`src/rtl/picu_pkg.sv`:
```
package picu_pkg;
    localparam int NSRC     = 32;
    localparam int IDXW     = $clog2(NSRC);
    localparam int AW       = 3;
    localparam int SYNC_STG = 2;

    typedef enum logic [AW-1:0] {
        RA_STAT  = 3'd0,
        RA_EN    = 3'd1,
        RA_ROUTE = 3'd2,
        RA_POL   = 3'd3,
        RA_TRIG  = 3'd4,
        RA_VEC   = 3'd5,
        RA_MSK   = 3'd6
    } reg_addr_e;

    typedef struct packed {
        logic [NSRC-1:0] en;
        logic [NSRC-1:0] route;
        logic [NSRC-1:0] pol;
        logic [NSRC-1:0] trig;
    } cfg_t;

    // Source order <-> register order (source 0 at the MSB); self-inverse.
    function automatic logic [NSRC-1:0] flip(input logic [NSRC-1:0] v);
        logic [NSRC-1:0] r;
        for (int i = 0; i < NSRC; i++) r[NSRC-1-i] = v[i];
        return r;
    endfunction
endpackage

```
`src/rtl/picu_sync.sv`:
```
module picu_sync #(
    parameter int W      = 32,
    parameter int STAGES = 2
) (
    input  logic         clk,
    input  logic         rst,
    input  logic [W-1:0] d,
    output logic [W-1:0] q
);
    logic [W-1:0] stg [STAGES];

    genvar s;
    generate
        for (s = 0; s < STAGES; s++) begin : g_stage
            always_ff @(posedge clk) begin
                if (rst)         stg[s] <= '0;
                else if (s == 0) stg[s] <= d;
                else             stg[s] <= stg[(s == 0) ? 0 : s-1];
            end
        end
    endgenerate

    assign q = stg[STAGES-1];
endmodule

```
`src/rtl/picu_status.sv`:
```
module picu_status #(
    parameter int W = 32
) (
    input  logic         clk,
    input  logic         rst,
    input  logic [W-1:0] sync_in,
    input  logic [W-1:0] pol,
    input  logic [W-1:0] trig,
    input  logic [W-1:0] clr,
    output logic [W-1:0] stat
);
    logic [W-1:0] qual;
    logic [W-1:0] qual_d;
    logic [W-1:0] rise;

    assign qual = ~(sync_in ^ pol);
    assign rise = qual & ~qual_d;

    always_ff @(posedge clk) begin
        if (rst) qual_d <= '0;
        else     qual_d <= qual;
    end

    genvar i;
    generate
        for (i = 0; i < W; i++) begin : g_bit
            always_ff @(posedge clk) begin
                if (rst)          stat[i] <= 1'b0;
                else if (!trig[i]) stat[i] <= qual[i];
                else              stat[i] <= (stat[i] & ~clr[i]) | rise[i];
            end
        end
    endgenerate

    // level-mode bits mirror the qualified input of the previous cycle
    a_r5_level_follows: assert property (@(posedge clk) disable iff (rst)
        !$past(rst) |-> ((stat & ~$past(trig)) == ($past(qual) & ~$past(trig))));

    // an edge-mode bit that was set and not cleared stays set
    a_r6_edge_holds: assert property (@(posedge clk) disable iff (rst)
        !$past(rst) |-> (($past(stat) & $past(trig) & ~$past(clr) & ~stat) == '0));

    // a cleared edge-mode bit with no new rise reads 0
    a_r7_w1c_clears: assert property (@(posedge clk) disable iff (rst)
        !$past(rst) |-> (($past(clr) & $past(trig) & ~$past(rise) & stat) == '0));
endmodule

```
`src/rtl/picu_prio.sv`:
```
module picu_prio #(
    parameter int W    = 32,
    parameter int IDXW = 5
) (
    input  logic [W-1:0]    req,
    output logic            valid,
    output logic [IDXW-1:0] idx
);
    always_comb begin
        idx = '0;
        for (int i = W-1; i >= 0; i--) begin
            if (req[i]) idx = IDXW'(i);
        end
        valid = |req;
    end
endmodule

```
`src/rtl/picu_top.sv`:
```
module picu_top
    import picu_pkg::*;
(
    input  logic            clk,
    input  logic            rst,
    input  logic [NSRC-1:0] irq_src,
    input  logic            bus_sel,
    input  logic            bus_we,
    input  logic [AW-1:0]   bus_addr,
    input  logic [NSRC-1:0] bus_wdata,
    output logic [NSRC-1:0] bus_rdata,
    output logic            irq_norm,
    output logic            irq_crit
);
    localparam int PADW = NSRC - 1 - IDXW;

    cfg_t            cfg;
    logic [NSRC-1:0] src_s;
    logic [NSRC-1:0] stat;
    logic [NSRC-1:0] clr;
    logic [NSRC-1:0] masked;
    logic [NSRC-1:0] wsrc;
    logic            wr;
    logic            vec_valid;
    logic [IDXW-1:0] vec_idx;

    assign wr   = bus_sel & bus_we;
    assign wsrc = flip(bus_wdata);
    assign clr  = (wr && bus_addr == RA_STAT) ? wsrc : '0;

    always_ff @(posedge clk) begin
        if (rst) begin
            cfg.en    <= '0;
            cfg.route <= '0;
            cfg.pol   <= '1;
            cfg.trig  <= '0;
        end else if (wr) begin
            case (bus_addr)
                RA_EN:    cfg.en    <= wsrc;
                RA_ROUTE: cfg.route <= wsrc;
                RA_POL:   cfg.pol   <= wsrc;
                RA_TRIG:  cfg.trig  <= wsrc;
                default:  ;
            endcase
        end
    end

    picu_sync #(.W(NSRC), .STAGES(SYNC_STG)) u_sync (
        .clk (clk),
        .rst (rst),
        .d   (irq_src),
        .q   (src_s)
    );

    picu_status #(.W(NSRC)) u_status (
        .clk     (clk),
        .rst     (rst),
        .sync_in (src_s),
        .pol     (cfg.pol),
        .trig    (cfg.trig),
        .clr     (clr),
        .stat    (stat)
    );

    assign masked = stat & cfg.en;

    picu_prio #(.W(NSRC), .IDXW(IDXW)) u_prio (
        .req   (masked),
        .valid (vec_valid),
        .idx   (vec_idx)
    );

    assign irq_norm = |(masked & cfg.route);
    assign irq_crit = |(masked & ~cfg.route);

    always_comb begin
        case (bus_addr)
            RA_STAT:  bus_rdata = flip(stat);
            RA_EN:    bus_rdata = flip(cfg.en);
            RA_ROUTE: bus_rdata = flip(cfg.route);
            RA_POL:   bus_rdata = flip(cfg.pol);
            RA_TRIG:  bus_rdata = flip(cfg.trig);
            RA_VEC:   bus_rdata = vec_valid ? {1'b1, {PADW{1'b0}}, vec_idx} : '0;
            RA_MSK:   bus_rdata = flip(masked);
            default:  bus_rdata = '0;
        endcase
    end

    // the vector points at a source that is really pending
    a_r10_vec_pending: assert property (@(posedge clk) disable iff (rst)
        vec_valid |-> masked[vec_idx]);

    // no lower-numbered pending source is skipped
    a_r10_vec_lowest: assert property (@(posedge clk) disable iff (rst)
        vec_valid |-> ((masked & ((NSRC'(1) << vec_idx) - NSRC'(1))) == '0));

    // a request line is only raised for an enabled pending source
    a_r9_needs_enable: assert property (@(posedge clk) disable iff (rst)
        (irq_norm | irq_crit) |-> vec_valid);

    // enable only changes through a write to its address
    a_r8_enable_stable: assert property (@(posedge clk) disable iff (rst)
        !(wr && bus_addr == RA_EN) |=> $stable(cfg.en));
endmodule

```
`config.mk`:
```
export PLATFORM = sky130hd
export DESIGN_NAME = picu_top
export DESIGN_NICKNAME = d
export VERILOG_FILES = /design/src/rtl/picu_pkg.sv /design/src/rtl/picu_sync.sv /design/src/rtl/picu_status.sv /design/src/rtl/picu_prio.sv /design/src/rtl/picu_top.sv
export SDC_FILE = /design/constraint.sdc
export NUM_CORES = 1
export LEC_CHECK = 0
export BUFFER_PORTS_ARGS = -buffer_cell sky130_fd_sc_hd__buf_2
export CELL_PAD_IN_SITES_DETAIL_PLACEMENT = 1
export CELL_PAD_IN_SITES_GLOBAL_PLACEMENT = 2
export CORE_MARGIN = 1
export CORE_UTILIZATION = 38
export CTS_BUF_LIST = sky130_fd_sc_hd__clkbuf_8
export DETAILED_ROUTE_END_ITERATION = 12
export PLACE_DENSITY_LB_ADDON = 0.1
export SLEW_MARGIN = 20
export SYNTH_ARGS = -nofsm -noshare
export SYNTH_HDL_FRONTEND = slang
export SYNTH_HIERARCHICAL = 1
export SYNTH_SLANG_ARGS = --single-unit
```
`constraint.sdc`:
```
create_clock -name clk -period 2.8 [get_ports clk]
set_clock_uncertainty 0.1 [all_clocks]
set_input_delay 0.14 -clock clk [delete_from_list [all_inputs] [get_ports clk]]
set_output_delay 0.14 -clock clk [all_outputs]
set_load 0.02 [all_outputs]
```
==> Word level (Yosys, flattened, before mapping) <==
Memory sizes are Yosys's and may differ from the RTL's.
Cells that the tools add are included.
{ "op_classes": {"bitwise": 107, "eq_ne": 6, "reduce_logical": 9, "muxes": 72} }
{ "op_table": {"columns": ["operator", "n"], "rows": [
  ["$pmux W32 S7", 1],
  ["$mux W5", 32],
  ["$and A32 B32 Y32", 4],
  ["$mux W32", 4],
  ["$not A32 Y32", 3],
  ["$reduce_or A32 Y1", 3],
  ["$mux W1", 35],
  ["$or A1 B1 Y1", 34],
  ["$and A1 B1 Y1", 33],
  ["$not A1 Y1", 32],
  ["$xor A32 B32 Y32", 1],
  ["$eq A3 B3 Y1 const B", 3],
  ["$reduce_and A2 Y1", 4],
  ["$eq A3 B2 Y1 const B", 2],
  ["$eq A3 B1 Y1 const B", 1],
  ["$logic_not A3 Y1", 1],
  ["$logic_and A1 B1 Y1", 1]
]} }
{ "totals": {"n_memories": 1, "output_inout_bits": 34, "ram_bits": 64, "register_bits": 192} }
{ "mem_list": {"columns": ["name", "depth", "width", "rd", "rd_ports_with_merged_regs", "wr", "line_no", "text"], "rows": [
  ["u_sync.stg", 2, 32, 2, 0, 2, "picu_sync.sv:10", "logic [W-1:0] stg [STAGES];"]
]} }

==> Longest topological paths before layout <==
Gate-level depths: netlist of run 1.
{ "logic_depth": {"ltp_word": 35, "ltp_mapped": 9, "mapped_depth_nobuf": 9} }

==> By module <==
The synthesis of run 1 kept the hierarchy.
{ "by_module_without_submodules": {"columns": ["mod", "area_per_inst_um2", "instances", "seq_area_each_um2", "cells_each"], "rows": [
  ["picu_top", 6764.0, 1, 2562.5, 945],
  ["picu_status", 2627.5, 1, 1281.2, 234],
  ["picu_sync", 1918.1, 1, 1281.2, 135],
  ["picu_prio", 385.4, 1, 0.0, 65]
]} }

==> Least setup slack after synthesis of run 1 <==
No wires, ideal clock.
{ "synth_timing": {"path_type": "flip-flop to output port", "startpoint": "register u_status.stat[19]", "endpoint": "output port bus_rdata[31]", "path_stages_with_launch": 8, "required_time_ns": 2.560, "t_arrival_ns": 2.097, "setup_slack_ns": 0.463, "cell_sequence": "dfxtp_1 -> nand2_1 -> inv_1 -> or4_4 -> nor3_2 -> nand4_1 -> mux4_2 -> mux2_2"} }
{ "synth_via": {"elab_chain_cells": 4} }
{ "synth_lines": {"columns": ["item", "line_no", "text"], "rows": [
  ["from (decl)", "picu_status.sv:10", "output logic [W-1:0] stat"],
  ["from (signal, indexed assignment)", "picu_status.sv:29", "else if (!trig[i]) stat[i] <= qual[i];"],
  ["from (signal, indexed assignment)", "picu_status.sv:30", "else stat[i] <= (stat[i] & ~clr[i]) | rise[i];"],
  ["$and A32 B32 Y32", "picu_top.sv:65", "assign masked = stat & cfg.en;"],
  ["named net masked[19]", "picu_top.sv:21", "logic [NSRC-1:0] masked;"],
  ["$reduce_or A32 Y1", "picu_prio.sv:14", "valid = |req;"],
  ["named net vec_valid", "picu_top.sv:24", "logic vec_valid;"],
  ["$mux W32", "picu_top.sv:83", "RA_VEC: bus_rdata = vec_valid ? {1'b1, {PADW{1'b0}}, vec_idx} : '0;"],
  ["$pmux W32 S7", "picu_top.sv:77", "case (bus_addr)"],
  ["to (decl)", "picu_top.sv:11", "output logic [NSRC-1:0] bus_rdata,"]
]} }
The timed path passes the listed nets, and every way through them passes these cells.

==> Worst setup path in the final report of run 1 <==
{ "layout_timing": {"startpoint": "register u_status.stat[17]", "endpoint": "output port bus_rdata[31]"} }
The elaborated chain is that of the path after synthesis.

==> summary.md, run 1 <==
| Metric | Value |
|---|---|
| Synth Instances | roughly 1,400 |
| Rows | 63 |
| Met1 GRT Util | approximately 34% |
| Die W | between 150 and 200 µm |
| Post-DRT Antenna Nets | 0 |
| Nets | between 1,500 and 2,000 |
| Synthesized area per cell | 8.48 µm² |
| Placer Congestion | between 0.9 and 1 |
| Via count | approximately 11,000 |
| Number of global-route vias before repair | 11,100 |
| Global routing usage on met3 | between 3 and 4% |
| EDFF count, synth | 0 |
| RSZ-0062 raised after global routing | true |
| Post-synth cell types | 56 |
| Synth top cells by count | 299 x nand2_1, 256 x dfxtp_1, 128 x a21oi_1 |
| Outcome | finished, violations left |
| Leak Pwr | approximately 6.4 nW |
| Setup ws final | -0.333 ns |
| Max-slew violations | 0 |
| Final WL | just over 40,000 µm |
| Most numerous cell in the Yosys netlist | nand2_1 |
| Cell taking the most area after synthesis | dfxtp_1 |
| Worst Path Max Fanout | 4 |
| Remaining DRCs | 0 |
| CTS clk-pin slew, worst paths | 0.06 ns |
| Hold Fails Final Rpt | 0 |
| Ranking of synthesized cells by area | dfxtp_1 44%, nand2_1 9.6%, a21oi_1 5.5% |
| Sw power | between 2 and 2.5 mW |
| Core ar. | 0.0300 mm² |
| Tmin final | about 3.1 ns |
| Io pins | 105 |
| PortBufs | 104 |
| Die ar. | 0.0315 mm² |
| Element type at the critical path start | flop |
| Max clock buf depth | 3 |
| Crit share post-route | 112% |
| DP Wirelength | between 20,000 and 30,000 µm |
| Largest net degree at the start of global routing | between 60 and 70 |
| Met2 GRT Util | between 40% and 50% |
| Initial core utilization | roughly 39% |
| Share of cells above drive strength 1 | around a quarter |
| Initial antenna violation count | 0 |
| Clk root buf | clkbuf_8 |
| Data required time of the worst path | about 2.6 ns |
| Vias per inst | roughly 5.3 |
| CTS tree | built |
| Post-synth ARST share | 0% |
| Yosys top cell area share | a little over two fifths |
| Clk_lat worst skew | 0.57 ns |
| Slew HR | between 60 and 70% |
| Chip height | approximately 180 µm |
| Pwr dens | around 540 mW/mm² |
| Inserted Clock Buffers | 46 |
| Slew @ Worst Pin | between 0.5 and 0.6 ns |
| Placed Area | between 0.01 and 0.015 mm² |
| Design Power | around 8 mW |
| #FFs+latches synth | 256 |
| Max Fclk | approximately 320 MHz |
| Logic pwr share | 9.4% |
| Max VDD drop | just over 400 µV |
| CP Capture Type | output port |
| Sequential area share after synthesis | between 40 and 50% |
| Area growth syn-to-layout | 25.9% |
| DR WL/cell | slightly above 20 µm |
| YS warnings | 6 |
| Worst Path Class, Setup | flop to output port |
| Pre-antenna DRT Iters | 5 |
| Sequential share of power | 48.0% |
| Failing checks | setup timing |
| DRT iter0 DRCs | between 500 and 600 |
| Synthesized net count | approximately 1,500 |
| Setup TNS | -1.17 ns |
| Post-Syn Area | 0.0117 mm² |
| H-tree depth | 2 |
| First-pass GRT wire length | about 64,000 µm |
| Ys flop type | dfxtp_1 |
| Clock power frac | between 40% and 50% |
| Global route hottest layer | met2 |
| Tightest Hold Check Type | primary input to flop |
| Sw frac | a little over a quarter |
| GRT overflow | 0 |
| Final setup viols | 6 |
| Max Cap Violations | 0 |
| CTS sink count | between 200 and 300 |
| Fin area | between 0.01 and 0.015 mm² |
| Antenna diodes | 0 |
| Int Pwr | slightly below 6 mW |
| Overall Global Routing Usage | between 20% and 30% |
| Crit path DAT | between 2 and 3 ns |
==> cell type report <==
class / instances / area (µm²)
Inverter: 38 / 150
Sequential cell: 256 / 5160
Timing Repair Buffer: 245 / 1910
Fill cell: 3560 / 15200
Clock inverter: 26 / 141
Tap cell: 390 / 488
Clock buffer: 53 / 729
Multi-Input combinational cell: 998 / 6140
==> worst paths after layout <==
check / to / cells after the start / slack [ns] / start
min reg2reg: u_sync/stg[1][13]$_SDFF_PP0_ / 1 / 0.33 / u_sync/stg[0][13]$_SDFF_PP0_
max reg2reg: cfg[3]$_SDFFE_PP0P_ / 3 / 1.52 / cfg[3]$_SDFFE_PP0P_
max: bus_rdata[31] / 8 / -0.33 / u_status/stat[17]$_SDFF_PP0_
min: cfg[29]$_SDFFE_PP0P_ / 5 / 0.16 / bus_sel
==> through the flow <==
step	utilization, %	std cells	hold slack, ns	setup WS (ns)
after global routing	49.1	2006	0.186	-0.437
after floorplan	-	1379	0.161	0.463
after CTS	48.7	2002	0.135	-0.355
after global placement	42.2	1822	0.247	0.134
after detailed placement	42.2	1822	0.251	0.0743
final	49.1	2006	0.158	-0.333
==> layer usage <==
layer	vias up	share of wire [%]
li1	5119	-
met1	5307	46
met2	208	48
met3	51	3.9
met4	0	1.8
met5	-	0
==> power groups by stage <==
stage / sequential [mW] / combinational [mW] / clock, mW
final: 3.83 / 0.746 / 3.40
after global routing: 3.83 / 0.803 / 3.65
after CTS: 3.83 / 0.739 / 3.50
after detailed placement: 3.90 / 0.647 / 0
after global placement: 3.90 / 0.640 / 0
after floorplan: 3.88 / 0.411 / 0
==> critical path: stages, from the launching register on <==
cell and delay, ns:
dfxtp_4 0.36, nand2_4 0.09, inv_4 0.04, or4_4 0.55, nor3_4 0.21, nand4_1 0.16
mux4_2 0.51, mux2_4 0.30, buf_6 0.13
==> placed cells by master (no fill, tap or decap), types with 4 or more instances in the layout <==
master,instances
a21oi_1,127
nor2_2,4
nand3b_1,32
nor2_1,70
inv_2,12
mux2i_1,29
dfxtp_2,14
buf_6,5
nor3_1,5
o22ai_1,21
nand3_1,13
a22oi_1,41
xor2_1,32
clkinv_2,11
nand2_2,4
dlygate4sd3_1,71
nor2b_2,61
nor2b_1,8
dfxtp_1,236
a21o_1,60
buf_4,61
nand3_2,4
o21ai_1,15
buf_12,9
dfxtp_4,6
o21ai_0,21
o21ai_2,25
buf_2,98
nor4_1,7
inv_1,36
nand2_4,7
o31ai_1,4
and2_1,35
nand4bb_1,32
nand4_1,9
clkbuf_8,53
nand2_1,288
==> flip-flops by register name (all words and copies together), names as in the netlist <==
signal,cells
cfg,128
u_status/qual_d,32
u_status/stat,32
u_sync/stg,64
==> timing repair <==
item                                    4_1_cts  5_1_grt
endpoints found under the hold margin       201        0
setup buffers                                32        4
hold buffers                                 71        0
pin swaps                                    21       11
endpoints found under the setup margin        7        7
gates resized for setup                      66       24
==> logic make-up (layout without fill, tap and decap cells) <==
| kind of cell | count (synthesis) | count (layout) | synth area share, % |
|---|---|---|---|
| xor+xnor | 32 | 32 | 2.40 |
| mux | 31 | 31 | 2.77 |
| flops | 256 | 256 | 43.8 |
| compound gates | 331 | 331 | 18.0 |
| buf+inv | 125 | 362 | 5.30 |
| simple gates | 604 | 604 | 27.7 |
(Power assumes the default switching activity.)
==> inputs of run 2 (changes only) <==
GPL_TIMING_DRIVEN = 0   (was default)
SLEW_MARGIN = 40   (was 20)
==> summary.md, run 2 (same netlist as run 1, synthesis figures left out) <==
| Metric | Value |
|---|---|
| Design Power | 8.23 mW (+3.3%) |
| Post-DRT Antenna Nets | 0 (unchanged) |
| Max Cap Violations | 0 (unchanged) |
| Met2 GRT Util | 47.1% (+2.1 points) |
| CP Capture Type | output port |
| Crit share post-route | 110% (-2.1 points) |
| Crit path cell chain | nand2_4 > inv_2 > or4_4 > nor3_4 > nand4_1 > mux4_2 > mux2_4 > buf_6 |
| Met1 GRT Util | 38.3% (+3.9 points) |
| Share of cells above drive strength 1 | 22.6% (-2.3 points) |
| Slowest-stage cell, CP | or4_4 |
| Max clock buf depth | 3 (unchanged) |
| Clk_lat worst skew | 0.56 ns (about the same) |
| Placed Area | 0.0127 mm² (+0.54%) |
| Die ar. | 0.0315 mm² (unchanged) |
| Vias per inst | 5.39 (+1.1%) |
| Overall Global Routing Usage | 28.6% (+2.3 points) |
| Critical Path Source | u_status/stat[22]$_SDFF_PP0_ |
| Most frequent cells in the layout | 287 x nand2_1, 240 x dfxtp_1, 128 x a21oi_1 |
| Tmin final | 3.08 ns (-0.0574 ns) |
| CTS sink count | 256 (unchanged) |
| Area growth syn-to-layout | 25.2% |
| Max reg flops | 128 (unchanged) |
| Die W | 177 µm (unchanged) |
| Global route hottest layer | met2 |
| Chip height | 177 µm (unchanged) |
| Pre-antenna DRT Iters | 7 (+2) |
| Crit path DAT | 2.84 ns (-0.05 ns) |
| Element type at the critical path start | flop |
| Max Fclk | 325 MHz (+1.9%) |
| Via count | 10,900 (+2.3%) |
| Placer Congestion | 0.913 (about the same) |
| Global routing usage on met3 | 4.88% (+1.0 points) |
| Worst Path Max Fanout | 3 (-1) |
| Initial antenna violation count | 0 (unchanged) |
| Hold_sp | bus_we |
| Max VDD drop | 302 µV (-25%) |
| Biggest register | cfg |
| Worst Path Class, Setup | flop to output port |
| Fin area | 0.0146 mm² (-0.51%) |
| Number of global-route vias before repair | 11,100 (-0.19%) |
| Core ar. | 0.0300 mm² (unchanged) |
| DR WL/cell | 22.0 µm (+7.3%) |
| Worst r2r src | u_sync/stg[1][0]$_SDFF_PP0_ |
| PortBufs | 103 (-0.96%) |
| GRT overflow | 0 (unchanged) |
| Largest registers | cfg: 128 flops, u_sync/stg: 64 flops |
| Tightest Hold Check Type | primary input to flop |
| DP Wirelength | 32,200 µm (+19%) |
| Max-slew violations | 0 (unchanged) |
| Clk root buf | clkbuf_8 |
| CTS clk-pin slew, worst paths | 0.06 ns (about the same) |
| First-pass GRT wire length | 67,200 µm (+5.7%) |
| Nets | 1,679 (+1.4%) |
| Final-layout fill cell count | 3,597 (+1.0%) |
| Leak Pwr | 6.32 nW (-1.6%) |
| Slew @ Worst Pin | 0.829 ns (+0.308 ns) |
| RSZ-0062 raised after global routing | true |
| Final WL | 44,700 µm (+8.6%) |
| Initial core utilization | 39.0% (unchanged) |
| Outcome | finished, violations left |
| CP max stage delay | 0.54 ns (about the same) |
| Failing checks | setup timing |
| Antenna diodes | 0 (unchanged) |
| Pwr dens | 562 mW/mm² (+3.8%) |
| Rows | 63 (unchanged) |
| Io pins | 105 (unchanged) |
| Commonest non-fill, non-tap cell in the layout | nand2_1 |
| H-tree depth | 2 (unchanged) |
| Inserted Clock Buffers | 45 (-2.2%) |
| Remaining DRCs | 0 (unchanged) |
| Hold Fails Final Rpt | 0 (unchanged) |
| Setup ws final | -0.275 ns (+0.0574 ns) |
| Largest net degree at the start of global routing | 12 (-82%) |
| Data required time of the worst path | 2.56 ns (about the same) |
| DRT iter0 DRCs | 747 (+38%) |
| Slew HR | 44.7% (-21 points) |
| CTS tree | built |
| Final setup viols | 6 (unchanged) |
[run 2: cell types whose count changed in the layout (fill, tap and decap cells not counted), moves of 4 or more]
cell / previous run / this run
buf_12: 9 / 0
dlygate4sd3_1: 71 / 65
clkinv_2: 11 / 1
clkbuf_8: 53 / 62
buf_2: 98 / 111
clkbuf_1: 0 / 51
inv_1: 36 / 41
dfxtp_1: 236 / 240
buf_4: 61 / 20
buf_6: 5 / 18
[run 2: final timing paths]
check | end | slack (ns) | cells past startpoint
worst max-delay path | bus_rdata[31] | -0.28 | 8
worst min-delay path | cfg[63]$_SDFFE_PP1P_ | 0.09 | 5
worst max register to register | u_status/stat[0]$_SDFF_PP0_ | 1.81 | 2
worst min register to register | u_sync/stg[1][23]$_SDFF_PP0_ | 0.33 | 1
[run 2: metrics by stage]
stage / instances / hold WS (ns) / worst slack, ns / TNS (ns) / utilization (%)
final: 2030 / 0.0890 / -0.275 / -0.978 / 48.9
after global routing: 2030 / 0.0794 / -0.358 / -1.46 / 48.9
after CTS: 2027 / 0.0463 / -0.306 / -1.12 / 48.6
after detailed placement: 1872 / 0.252 / 0.00489 / 0 / 42.4
after global placement: 1872 / 0.248 / -0.0296 / -0.0296 / 42.4
after floorplan: 1379 / 0.161 / 0.463 / 0 / -
[run 2: layout make-up]
class	instances	area, µm²	area share (%)
Timing Repair Buffer	182	1310	8.95
Tap cell	390	488	3.33
Multi-Input combinational cell	998	6120	41.8
Clock inverter	17	96.3	0.658
Buffer	87	477	3.26
Sequential cell	256	5150	35.2
Clock buffer	62	853	5.83
Inverter	38	145	0.991
[run 2: critical path: cells and delay by family, from the launching register on]
family | cells | cell delay, ns
flip-flops | 1 | 0.36
multiplexers | 2 | 0.79
buffers and inverters | 2 | 0.18
AND/OR/NAND/NOR | 4 | 0.95
[run 2: power by group]
group	total, mW	internal [mW]	switching (mW)
Combinational	0.777	0.325	0.452
Sequential	3.83	3.75	0.0804
Clock	3.62	2.05	1.58
Total	8.23	6.12	2.11
[run 2: what timing repair did]
action | 4_1_cts | 5_1_grt
buffers inserted | 11 | 3
endpoints found under the hold margin | 191 | 0
pin swaps | 16 | 6
hold buffers | 65 | 0
setup endpoints to repair | 7 | 7
resized for setup | 64 | 17
[run 2: layer usage]
metal	vias up	wire (µm)
met5	-	0
met4	0	1070
met3	63	2170
met2	274	20700
met1	5425	20700
li1	5170	-
==> inputs of run 3 (changes only) <==
SKIP_CTS_REPAIR_TIMING = 1   (was default)
==> summary.md, run 3 (same netlist as run 1, synthesis figures left out) <==
| Metric | Value |
|---|---|
| H-tree depth | 2 (unchanged) |
| Antenna diodes | 0 (unchanged) |
| First-pass GRT wire length | 65,000 µm (-3.3%) |
| Slowest-stage cell, CP | or4_4 |
| Biggest register | cfg |
| Setup ws final | -0.317 ns (-0.0418 ns) |
| Max VDD drop | 301 µV (-0.20%) |
| Max-slew violations | 0 (unchanged) |
| Slew HR | 41.5% (-3.2 points) |
| Share of cells above drive strength 1 | 21.8% (-0.81 points) |
| CTS tree | built |
| Max reg flops | 128 (unchanged) |
| Outcome | finished, violations left |
| Element type at the critical path start | flop |
| PortBufs | 103 (unchanged) |
| Final Non-Filler Cells | 2,022 (-0.39%) |
| Vias per inst | 5.39 (about the same) |
| CP Capture Type | output port |
| Leak Pwr | 6.25 nW (-1.1%) |
| Final hold slack | 0.0810 ns (-0.00795 ns) |
| Initial antenna violation count | 0 (unchanged) |
| Place WS | 0.00489 ns (unchanged) |
| Max Cap Violations | 0 (unchanged) |
| GRT overflow | 0 (unchanged) |
| Clk_lat worst skew | 0.56 ns (about the same) |
| Tightest Hold Check Type | primary input to flop |
| Via count | 10,900 (-0.39%) |
| Most frequent cells in the layout | 288 x nand2_1, 245 x dfxtp_1, 128 x a21oi_1 |
| DRT iter0 DRCs | 703 (-5.9%) |
| Tmin final | 3.12 ns (+0.0418 ns) |
| Failing checks | setup timing |
| Crit share post-route | 111% (+1.5 points) |
| Final setup viols | 6 (unchanged) |
| Chip height | 177 µm (unchanged) |
| Hold Fails Final Rpt | 0 (unchanged) |
| Post-DRT Antenna Nets | 0 (unchanged) |
| Placer Congestion | 0.913 (unchanged) |
| DR WL/cell | 22.0 µm (-0.12%) |
| Largest registers | cfg: 128 flops, u_sync/stg: 64 flops |
| Data required time of the worst path | 2.56 ns (about the same) |
| Placed insts | 1,872 (unchanged) |
| Core ar. | 0.0300 mm² (unchanged) |
| Max Fclk | 321 MHz (-1.3%) |
| Clock power frac | 44.1% (about the same) |
| Remaining DRCs | 0 (unchanged) |
| Inserted Clock Buffers | 45 (unchanged) |
| RSZ-0062 raised after global routing | true |
| Worst Path Max Fanout | 5 (+2) |
| CTS sink count | 256 (unchanged) |
| Crit path DAT | 2.88 ns (+0.04 ns) |
| DP Wirelength | 32,200 µm (unchanged) |
| Buf/Inv on CP | 2 (unchanged) |
| Sw power | 2.11 mW (+0.30%) |
| Rows | 63 (unchanged) |
| Number of global-route vias before repair | 10,600 (-4.5%) |
| Logic pwr share | 9.4% (about the same) |
| Slew @ Worst Pin | 0.877 ns (+0.0479 ns) |
| Largest net degree at the start of global routing | 12 (unchanged) |
| Sequential share of power | 46.5% (about the same) |
| Sw frac | 25.7% (+0.063 points) |
| Int Pwr | 6.12 mW (about the same) |
| Overall Global Routing Usage | 27.8% (-0.83 points) |
| Area growth syn-to-layout | 24.5% |
| Die ar. | 0.0315 mm² (unchanged) |
| Crit path cell chain | nand2_4 > inv_4 > or4_4 > nor3_4 > nand4_1 > mux4_2 > mux2_4 > buf_6 |
| Final WL | 44,400 µm (-0.51%) |
| Io pins | 105 (unchanged) |
| Final-layout fill cell count | 3,593 (-0.11%) |
| CTS clk-pin slew, worst paths | 0.06 ns (about the same) |
| Pre-antenna DRT Iters | 5 (-2) |
| Pwr dens | 566 mW/mm² (+0.66%) |
| Max clock buf depth | 3 (unchanged) |
| Clk root buf | clkbuf_8 |
| Nets | 1,671 (-0.48%) |
| Initial core utilization | 39.0% (unchanged) |
| Design Power | 8.24 mW (about the same) |
| Critical path's top delay family | simple AND/OR/NAND/NOR gates |
| Die W | 177 µm (unchanged) |
| Worst Path Class, Setup | flop to output port |
| Commonest non-fill, non-tap cell in the layout | nand2_1 |
| CP max stage delay | 0.57 ns (+0.03 ns) |
-- run 3: layer usage --
metal	global-route usage (%)	vias to the layer above	routed length, µm
met5	0	-	0
met1	37.4	5423	20800
met2	45.2	253	20700
met4	7.94	0	976
li1	-	5154	-
met3	4.97	59	1960
-- run 3: power groups by stage --
stage,Combinational [mW],Sequential (mW),Clock (mW)
2_1_floorplan,0.411,3.88,0
3_3_place_gp,0.672,3.91,0
3_5_place_dp,0.687,3.91,0
4_1_cts,0.690,3.83,3.71
5_1_grt,0.828,3.84,3.89
6_report,0.772,3.83,3.63
-- run 3: cell type report --
| type | instances | area [µm²] | share of cell area (%) |
|---|---|---|---|
| multi-input cells | 998 | 6100 | 41.9 |
| plain buffers | 87 | 477 | 3.27 |
| flip-flops and latches | 256 | 5150 | 35.4 |
| clock inverters | 17 | 96.3 | 0.662 |
| repair buffers | 174 | 1250 | 8.58 |
| inverters | 38 | 145 | 0.997 |
| well taps | 390 | 488 | 3.35 |
| clock buffers | 62 | 853 | 5.86 |
-- run 3: worst paths after layout --
check,start,end,slack [ns],cells after the start
worst min-delay path,bus_sel,cfg[63]$_SDFFE_PP1P_,0.08,5
worst max-delay path,u_status/stat[22]$_SDFF_PP0_,bus_rdata[31],-0.32,8
worst max register to register,u_sync/stg[1][0]$_SDFF_PP0_,u_status/stat[0]$_SDFF_PP0_,1.82,2
worst min register to register,u_sync/stg[0][23]$_SDFF_PP0_,u_sync/stg[1][23]$_SDFF_PP0_,0.33,1
-- run 3: per-stage QoR --
step	TNS (ns)	util [%]	area, µm²
floorplan	0	-	11700
global placement	-0.0296	42.4	12700
detailed placement	0	42.4	12700
CTS	-2.61	45.6	13700
global route	-1.67	48.6	14600
finish	-1.15	48.6	14600
-- run 3: worst min-delay path: cells and delay by family --
| family | cells | cell delay (ns) |
|---|---|---|
| simple gates | 4 | 0.41 |
| buf+inv | 1 | 0.13 |
